<file path="src/rtl/bmdma_pkg.sv">
package bmdma_pkg;
  typedef enum logic [1:0] {
    SEL_CMD   = 2'd0,
    SEL_STAT  = 2'd1,
    SEL_TABLE = 2'd2,
    SEL_RSVD  = 2'd3
  } reg_sel_e;

  localparam int CMD_START_BIT = 0;
  localparam int CMD_DIR_BIT   = 1;
  localparam int STAT_ACT_BIT  = 0;
  localparam int STAT_ERR_BIT  = 1;
  localparam int STAT_IRQ_BIT  = 2;
endpackage

</file>
<file path="src/rtl/bmdma_ctrl_regs.sv">
module bmdma_ctrl_regs #(
  parameter int DATA_W    = 32,
  parameter int TBL_ALIGN = 2
) (
  input  logic              clk_i,
  input  logic              rst_ni,
  input  logic              cmd_we_i,
  input  logic              tbl_we_i,
  input  logic [DATA_W-1:0] wdata_i,
  input  logic              active_i,
  output logic              start_q_o,
  output logic              dir_q_o,
  output logic [DATA_W-1:0] table_q_o,
  output logic              start_set_o,
  output logic              start_clr_o
);
  import bmdma_pkg::*;

  localparam logic [DATA_W-1:0] ALIGN_MASK = DATA_W'((64'd1 << TBL_ALIGN) - 64'd1);

  assign start_set_o = cmd_we_i &  wdata_i[CMD_START_BIT] & ~start_q_o;
  assign start_clr_o = cmd_we_i & ~wdata_i[CMD_START_BIT];

  always_ff @(posedge clk_i or negedge rst_ni) begin
    if (!rst_ni) begin
      start_q_o <= 1'b0;
      dir_q_o   <= 1'b0;
      table_q_o <= '0;
    end else begin
      if (cmd_we_i) begin
        start_q_o <= wdata_i[CMD_START_BIT];
        dir_q_o   <= wdata_i[CMD_DIR_BIT];
      end
      // base is frozen while a transfer is live
      if (tbl_we_i && !active_i) table_q_o <= wdata_i & ~ALIGN_MASK;
    end
  end
endmodule

</file>
<file path="src/rtl/bmdma_status_flags.sv">
module bmdma_status_flags (
  input  logic clk_i,
  input  logic rst_ni,
  input  logic start_set_i,
  input  logic start_clr_i,
  input  logic done_ev_i,
  input  logic err_ev_i,
  input  logic w1c_err_i,
  input  logic w1c_irq_i,
  output logic active_q_o,
  output logic err_q_o,
  output logic irq_q_o
);
  always_ff @(posedge clk_i or negedge rst_ni) begin
    if (!rst_ni) begin
      active_q_o <= 1'b0;
      err_q_o    <= 1'b0;
      irq_q_o    <= 1'b0;
    end else begin
      if (start_set_i)                                active_q_o <= 1'b1;
      else if (start_clr_i || done_ev_i || err_ev_i)  active_q_o <= 1'b0;
      // engine events win over a same-cycle clear
      if (err_ev_i)       err_q_o <= 1'b1;
      else if (w1c_err_i) err_q_o <= 1'b0;
      if (done_ev_i || err_ev_i) irq_q_o <= 1'b1;
      else if (w1c_irq_i)        irq_q_o <= 1'b0;
    end
  end
endmodule

</file>
<file path="src/rtl/bmdma_freeze_ctl.sv">
module bmdma_freeze_ctl (
  input  logic clk_i,
  input  logic rst_ni,
  input  logic freeze_i,
  input  logic thaw_i,
  input  logic active_i,
  input  logic irq_i,
  output logic frozen_q_o,
  output logic run_o,
  output logic irq_o
);
  always_ff @(posedge clk_i or negedge rst_ni) begin
    if (!rst_ni)       frozen_q_o <= 1'b0;
    else if (freeze_i) frozen_q_o <= 1'b1;
    else if (thaw_i)   frozen_q_o <= 1'b0;
  end

  assign run_o = active_i & ~frozen_q_o;
  assign irq_o = irq_i & ~frozen_q_o;
endmodule

</file>
<file path="src/rtl/bmdma_regs.sv">
module bmdma_regs #(
  parameter int DATA_W    = 32,
  parameter int TBL_ALIGN = 2
) (
  input  logic              clk_i,
  input  logic              rst_ni,
  input  logic              req_i,
  input  logic              we_i,
  input  logic [1:0]        addr_i,
  input  logic [DATA_W-1:0] wdata_i,
  output logic [DATA_W-1:0] rdata_o,
  output logic              eng_run_o,
  output logic              eng_dir_o,
  output logic [DATA_W-1:0] eng_table_o,
  input  logic              eng_done_i,
  input  logic              eng_err_i,
  input  logic              freeze_i,
  input  logic              thaw_i,
  output logic              irq_o
);
  import bmdma_pkg::*;

  logic              cmd_we, tbl_we, stat_we;
  logic              start_q, dir_q, start_set, start_clr;
  logic              active_q, err_q, irq_q, frozen_q;
  logic [DATA_W-1:0] table_q;
  logic              done_ev, err_ev;
  reg_sel_e          sel;

  assign sel     = reg_sel_e'(addr_i);
  assign cmd_we  = req_i & we_i & (sel == SEL_CMD);
  assign stat_we = req_i & we_i & (sel == SEL_STAT);
  assign tbl_we  = req_i & we_i & (sel == SEL_TABLE);

  // events count only while the engine is allowed to move
  assign done_ev = eng_done_i & eng_run_o;
  assign err_ev  = eng_err_i  & eng_run_o;

  bmdma_ctrl_regs #(.DATA_W(DATA_W), .TBL_ALIGN(TBL_ALIGN)) u_ctrl (
    .clk_i       (clk_i),
    .rst_ni      (rst_ni),
    .cmd_we_i    (cmd_we),
    .tbl_we_i    (tbl_we),
    .wdata_i     (wdata_i),
    .active_i    (active_q),
    .start_q_o   (start_q),
    .dir_q_o     (dir_q),
    .table_q_o   (table_q),
    .start_set_o (start_set),
    .start_clr_o (start_clr)
  );

  bmdma_status_flags u_stat (
    .clk_i       (clk_i),
    .rst_ni      (rst_ni),
    .start_set_i (start_set),
    .start_clr_i (start_clr),
    .done_ev_i   (done_ev),
    .err_ev_i    (err_ev),
    .w1c_err_i   (stat_we & wdata_i[STAT_ERR_BIT]),
    .w1c_irq_i   (stat_we & wdata_i[STAT_IRQ_BIT]),
    .active_q_o  (active_q),
    .err_q_o     (err_q),
    .irq_q_o     (irq_q)
  );

  bmdma_freeze_ctl u_frz (
    .clk_i      (clk_i),
    .rst_ni     (rst_ni),
    .freeze_i   (freeze_i),
    .thaw_i     (thaw_i),
    .active_i   (active_q),
    .irq_i      (irq_q),
    .frozen_q_o (frozen_q),
    .run_o      (eng_run_o),
    .irq_o      (irq_o)
  );

  assign eng_dir_o   = dir_q;
  assign eng_table_o = table_q;

  always_comb begin
    rdata_o = '0;
    unique case (sel)
      SEL_CMD: begin
        rdata_o[CMD_START_BIT] = start_q;
        rdata_o[CMD_DIR_BIT]   = dir_q;
      end
      SEL_STAT: begin
        rdata_o[STAT_ACT_BIT] = active_q;
        rdata_o[STAT_ERR_BIT] = err_q;
        rdata_o[STAT_IRQ_BIT] = irq_q;
      end
      SEL_TABLE: rdata_o = table_q;
      default:   rdata_o = '0;
    endcase
  end
endmodule

</file>
<file path="config.mk">
export PLATFORM = sky130hd
export DESIGN_NAME = bmdma_regs
export DESIGN_NICKNAME = d
export VERILOG_FILES = /design/src/rtl/bmdma_pkg.sv /design/src/rtl/bmdma_ctrl_regs.sv /design/src/rtl/bmdma_status_flags.sv /design/src/rtl/bmdma_freeze_ctl.sv /design/src/rtl/bmdma_regs.sv
export SDC_FILE = /design/constraint.sdc
export NUM_CORES = 1
export LEC_CHECK = 0
export ABC_AREA = 1
export BUFFER_PORTS_ARGS = -buffer_cell sky130_fd_sc_hd__buf_4
export CORE_ASPECT_RATIO = 0.5
export CORE_UTILIZATION = 46
export DETAILED_ROUTE_END_ITERATION = 8
export GPL_ROUTABILITY_DRIVEN = 0
export PLACE_DENSITY = 0.83
export SLEW_MARGIN = 20
export SYNTH_ARGS = -nofsm -noshare
export SYNTH_HDL_FRONTEND = slang
export SYNTH_SLANG_ARGS = --single-unit
</file>
<file path="constraint.sdc">
create_clock -name clk_i -period 1.85 [get_ports clk_i]
set_input_delay 0.185 -clock clk_i [delete_from_list [all_inputs] [get_ports clk_i]]
set_output_delay 0.185 -clock clk_i [all_outputs]
set_load 0.1 [all_outputs]
</file>
==> impl_metrics.toml, run 1 <==
[job]
drv_cap = 0

[setup_path]
path_cells = "buf_4, inv_1, ha_1, buf_4, nand2_1, a21boi_2, buf_4"
ff2ff_setup_slack_ps = 630
crit_path_end_kind = "primary output"
worstPathRequired_ps = 1660
crit_arrival_ps = 1260
r2r_start = "u_stat.active_q_o$_DFFE_PN0P_"
cpPeakStageDelay_ps = 300
r2r_end = "u_ctrl.table_q_o[3]$_DFFE_PN0P_"
crit_type = "in2out"
crit_top_cell = "buf_4"
ff2ff_path_depth = 5
start_kind = "primary input"
slowest_stage = "buf_4"
path_max_fanout = 13

[cts]
cts_tree = "built"
cts_made_buffers = 5
clk_pin_slew_ps = 70
clock_sinks = 36
cts-resized-gates = 0
htree_levels = 2
clk_latency_ps = 290
cts-root-buf = "clkbuf_8"
cts.path.max_buffers = 2

[detailed_routing]
met2WireLength_um = 2570
met1Wirelength_um = 1870
ant_nets = 0
wl_met3_um = 198
wl_per_cell_um = 11.9
num_vias = 1789
routed.top_layer = "met4"
viasPerCell = 4.47
drt-pass1-iter-count = 4
drt-initial-drc-count = 41
drc = 0
totalWireLength_um = 4750

[global_routing]
antenna_found_initial = 0
grtUsageTotal = 0.233
grt_max_degree = 37
grt_overflow = 0
grt_pass1_vias = 1650
grt_pass1_wl_um = 7280

[synthesis]
syn_avg_cell_area_um2 = 7.38
yosysSeqAreaShare = 0.508
synth.distinct_cells = 16
yosys_warnings = 0
ys_ff_latch = 36
synth_cells = 240
netlist_area_um2 = 1770

[cells_and_area]
areaGrowthSynthToFinish_pct = 56.1
drive_above_1_share = 0.352
antennaDiodeCount = 0
final_common_cell = "buf_4"
layout_common_cells = "buf_4 (110), nand2_1 (73), inv_1 (71), dfrtp_1 (35), o21ai_1 (30)"
fin_nets = 393

[sta]
worst_clock_skew_ps = 4.44
fin_setup_tns_ps = 0
fin_crit_ps = 1440
setup_viol = 0
period_share = 0.780
report.final.slew_viol_count = 0
rsz0062_at_grt = "false"
clock.fmax_mhz = 693
hold_viol_final = 0

[hold_path]
min_to = "u_frz.frozen_q_o$_DFFE_PN0P_"
min_from = "thaw_i"
min_delay_path_depth = 2
min_path_type = "in2reg"

[power_and_ir_drop]
power.leakage_uw = 0.00180
power_uw = 4940
peakVddDrop_v = 0.00107
p_per_area_nw_per_um2 = 1790

[place]
dp_hpwl_um = 3450
port_buffers = 106

[floorplan]
ios = 109
dieArea_um2 = 4120
fp.dieH_um = 45.9
rows = 15
die_x_um = 89.8
core_area_um2 = 3550
initial_utilization = 0.499

[status]
status = "completed"
-- power breakdown --
part	total [uW]	switching [uW]	internal, uW	leakage, uW
combinational	2970	2420	553	0.00129
clock	760	284	476	0.0000645
sequential	1220	193	1020	0.000446
total	4940	2890	2050	0.00180
-- registers in the layout (all words and copies together), names as in the netlist --
register           cells
u_ctrl.table_q_o      30
u_frz.frozen_q_o       1
u_stat.err_q_o         1
u_ctrl.start_q_o       1
u_ctrl.dir_q_o         1
u_stat.active_q_o      1
u_stat.irq_q_o         1
-- timing repair --
item	4_1_cts	5_1_grt
hold buffers	1	0
buffers inserted	0	0
hold endpoints to repair	36	0
-- Yosys cell counts, drive strengths merged --
library cell / number / area [um^2]
nand2: 73 / 274
inv: 71 / 267
clkbuf: 2 / 7.51
buf: 9 / 50.0
nand3: 4 / 20.0
o21bai: 1 / 7.51
o21a: 1 / 7.51
dfrtp: 36 / 901
nand4: 2 / 12.5
o21ai: 33 / 165
conb: 1 / 3.75
ha: 3 / 37.5
a21boi: 1 / 7.51
nor2: 3 / 11.3
-- final cells by class --
type                    count  area [um^2]
flip-flops and latches     36          902
clock buffers               7         96.3
fillers                   260          781
repair buffers            111          836
well taps                  51         63.8
inverters                  71          267
multi-input cells         123          572
clock inverters             1         30.0
-- per-stage QoR --
step / area, um^2 / setup WS [ps] / instances / util / hold WS [ps]
finish: 2770 / 407 / 400 / 0.780 / 72.1
global route: 2770 / 342 / 400 / 0.780 / 85.1
CTS: 2770 / 400 / 400 / 0.780 / 66.7
detailed placement: 2630 / 377 / 391 / 0.741 / 171
global placement: 2630 / 421 / 391 / 0.741 / 157
floorplan: 1800 / -291 / 241 / - / -111
-- kinds of logic after synthesis --
family                     after synthesis  synth area share
buffers and inverters                   82             0.183
and+or+nand+nor                         82             0.179
AOI/OAI and AO/OA                       36             0.106
DFF                                     36             0.508
adders and majority gates                3            0.0212
other                                    1           0.00212
-- critical path: cells and delay by family --
| family | cells | cell delay (ps) |
|---|---|---|
| simple gates | 1 | 80 |
| compound gates | 1 | 150 |
| fa+ha+maj | 1 | 160 |
| buf+inv | 4 | 670 |
-- how the worst max path moves through the flow --
stage                                         start  slack, ps                               to
global route                              addr_i[0]        340                       rdata_o[2]
global placement                          addr_i[0]        420                       rdata_o[2]
detailed placement                        addr_i[0]        380  u_ctrl.table_q_o[5]$_DFFE_PN0P_
floorplan           u_ctrl.table_q_o[2]$_DFFE_PN0P_       -290                       rdata_o[2]
finish                                    addr_i[0]        410                       rdata_o[2]
CTS                                       addr_i[0]        400                       rdata_o[2]
-- metal layers --
layer | vias to the layer above | track usage
li1 | 904 | -
met1 | 820 | 0.245
met2 | 52 | 0.471
met3 | 13 | 0.0467
met4 | 0 | 0.118
met5 | - | 0
No activity file was read; power rests on OpenSTA's default activity.
==> inputs of run 2 (changes only) <==
- CORE_UTILIZATION: 46 -> 38
- PLACE_DENSITY: 0.83 -> 0.73
- clock period: 1.85 -> 1.3 ns (I/O delays scaled with it)
==> run 2 against run 1 <==
  * Core utilization fell by 5.0 points
  * Critical endpoint is now rdata_o[9]
  * First-iteration DRC count rose by 20%
  * Critical path type unchanged
  * Sequential power rose by 61%
  * Combinational power rose by 50%
  * Register-to-register slack got worse by 490 ps
  * Sequential cell count did not move
  * Critical path depth did not move
==> impl_metrics.toml, run 2 (synthesis gave the netlist of run 1 again) <==
[cells_and_area]
fin_nets = 395
regMostFlops = "u_ctrl.table_q_o"
antennaDiodeCount = 0
areaGrowthSynthToFinish_pct = 83.1
final_common_cell = "buf_4"
largest_reg_flops = 30
fillers = 369
drive_above_1_share = 0.610
layout.cells.non_filler = 408
layout_common_cells = "buf_4 (76), nand2_1 (45), inv_1 (40), buf_6 (32), dfrtp_4 (31)"

[power_and_ir_drop]
p_int_uw = 3010
switching_share = 0.583
power.leakage_uw = 0.00154
p_switching_uw = 4210
clkPwrFrac = 0.111
power_frac_comb = 0.618
peakVddDrop_v = 0.00125
power_frac_seq = 0.271
p_per_area_nw_per_um2 = 2230

[floorplan]
core_area_um2 = 4450
die_x_um = 98.6
initial_utilization = 0.399
rows = 17
ios = 109
dieArea_um2 = 4960
fp.dieH_um = 50.3

[sta]
setup_viol = 0
fin_setup_tns_ps = 0
report.final.slew_viol_count = 0
clock.fmax_mhz = 776
worst_clock_skew_ps = 2.99
period_share = 0.992
fin_crit_ps = 1290
hold_viol_final = 0
rsz0062_at_grt = "true"

[cts]
cts.path.max_buffers = 2
cts_made_buffers = 5
post_cts_buffers = 0
clock_sinks = 36
clk_pin_slew_ps = 70
htree_levels = 2
cts-root-buf = "clkbuf_8"
clk_latency_ps = 280
cts_tree = "built"

[setup_path]
worstPathRequired_ps = 1170
crit_arrival_ps = 1160
start_kind = "primary input"
crit_family = "buffers and inverters"
slowest_stage = "ha_2"
crit_path_end_kind = "primary output"
cp.buffers_inverters = 5
path_cells = "buf_4, inv_1, ha_2, buf_12, nand2_1, clkinvlp_4, buf_6"
path_max_fanout = 14
crit_type = "in2out"
cpPeakStageDelay_ps = 270

[detailed_routing]
drc = 0
num_vias = 1772
ant_nets = 0
drt-pass1-iter-count = 4
drt-initial-drc-count = 49
wl_per_cell_um = 11.1
viasPerCell = 4.34
totalWireLength_um = 4520

[place]
dp_hpwl_um = 3430
placedCellCount = 399
port_buffers = 106

[global_routing]
grt_max_degree = 37
grt_pass1_wl_um = 7470
grt_pass1_vias = 1685
antenna_found_initial = 0
grtUsageTotal = 0.194
grt_overflow = 0

[hold_path]
min_path_type = "in2reg"

[status]
status = "completed"

[job]
drv_cap = 0
## run 2: changes by cell type in the layout (fill, tap and decap cells not counted), sizes merged
cell | before | now
inv | 71 | 42
clkbuf | 7 | 8
bufinv | 1 | 0
buf | 110 | 112
clkinvlp | 0 | 29
## run 2: layer usage
layer | part of all wire | vias up | track usage
li1 | - | 906 | -
met1 | 0.42 | 818 | 0.227
met2 | 0.54 | 48 | 0.366
met3 | 0.041 | 0 | 0.0418
met4 | 0 | 0 | 0.0522
met5 | 0 | - | 0
## run 2: per-stage QoR
stage	setup slack (ps)	instance area (um^2)	util	hold WS [ps]	power, uW
after CTS	2.01	3230	0.726	23.8	7240
after global placement	-10.4	3000	0.675	108	6300
final	10.6	3240	0.730	26.3	7220
after floorplan	-128	2120	-	-166	5450
after global routing	-29.7	3240	0.730	38.5	7500
after detailed placement	-40.1	3000	0.675	113	6350
## run 2: layout make-up
| type | count | area [um^2] | share of cell area |
|---|---|---|---|
| inverters | 71 | 378 | 0.116 |
| well taps | 57 | 71.3 | 0.0220 |
| multi-input cells | 123 | 672 | 0.207 |
| clock buffers | 8 | 90.1 | 0.0278 |
| repair buffers | 113 | 1020 | 0.313 |
| flip-flops and latches | 36 | 1020 | 0.314 |
## run 2: worst reg2reg max path, delay by kind of cell (launching register included)
kind,cells,cell delay (ps)
compound gates,1,60
buf+inv,2,360
flops,1,410
simple gates,2,210
## run 2: worst paths after layout
check                                               from  cells past startpoint  slack (ps)                                to
hold / removal                                    thaw_i                      2          30      u_frz.frozen_q_o$_DFFE_PN0P_
setup / recovery                               addr_i[0]                      7          10                        rdata_o[9]
setup reg to reg           u_stat.active_q_o$_DFFE_PN0P_                      5         140   u_ctrl.table_q_o[4]$_DFFE_PN0P_
max in group asynchronous                         rst_ni                      2         570  u_ctrl.table_q_o[31]$_DFFE_PN0P_
hold reg to reg               u_stat.err_q_o$_DFFE_PN0P_                      2         490        u_stat.err_q_o$_DFFE_PN0P_
min in group asynchronous                         rst_ni                      2         360  u_ctrl.table_q_o[27]$_DFFE_PN0P_
## run 2: power by group through the flow
stage	Sequential [uW]	Clock, uW	Combinational, uW
global route	2020	865	4620
CTS	1960	818	4460
finish	1960	800	4460
detailed placement	1980	0	4370
floorplan	4060	0	1390
global placement	1960	0	4330
## run 2: timing repair
action,in CTS,in global routing
cloned,0,0
hold endpoints to repair,36,0
hold buffers,1,0
endpoints found under the setup margin,32,18
gates resized for setup,33,5
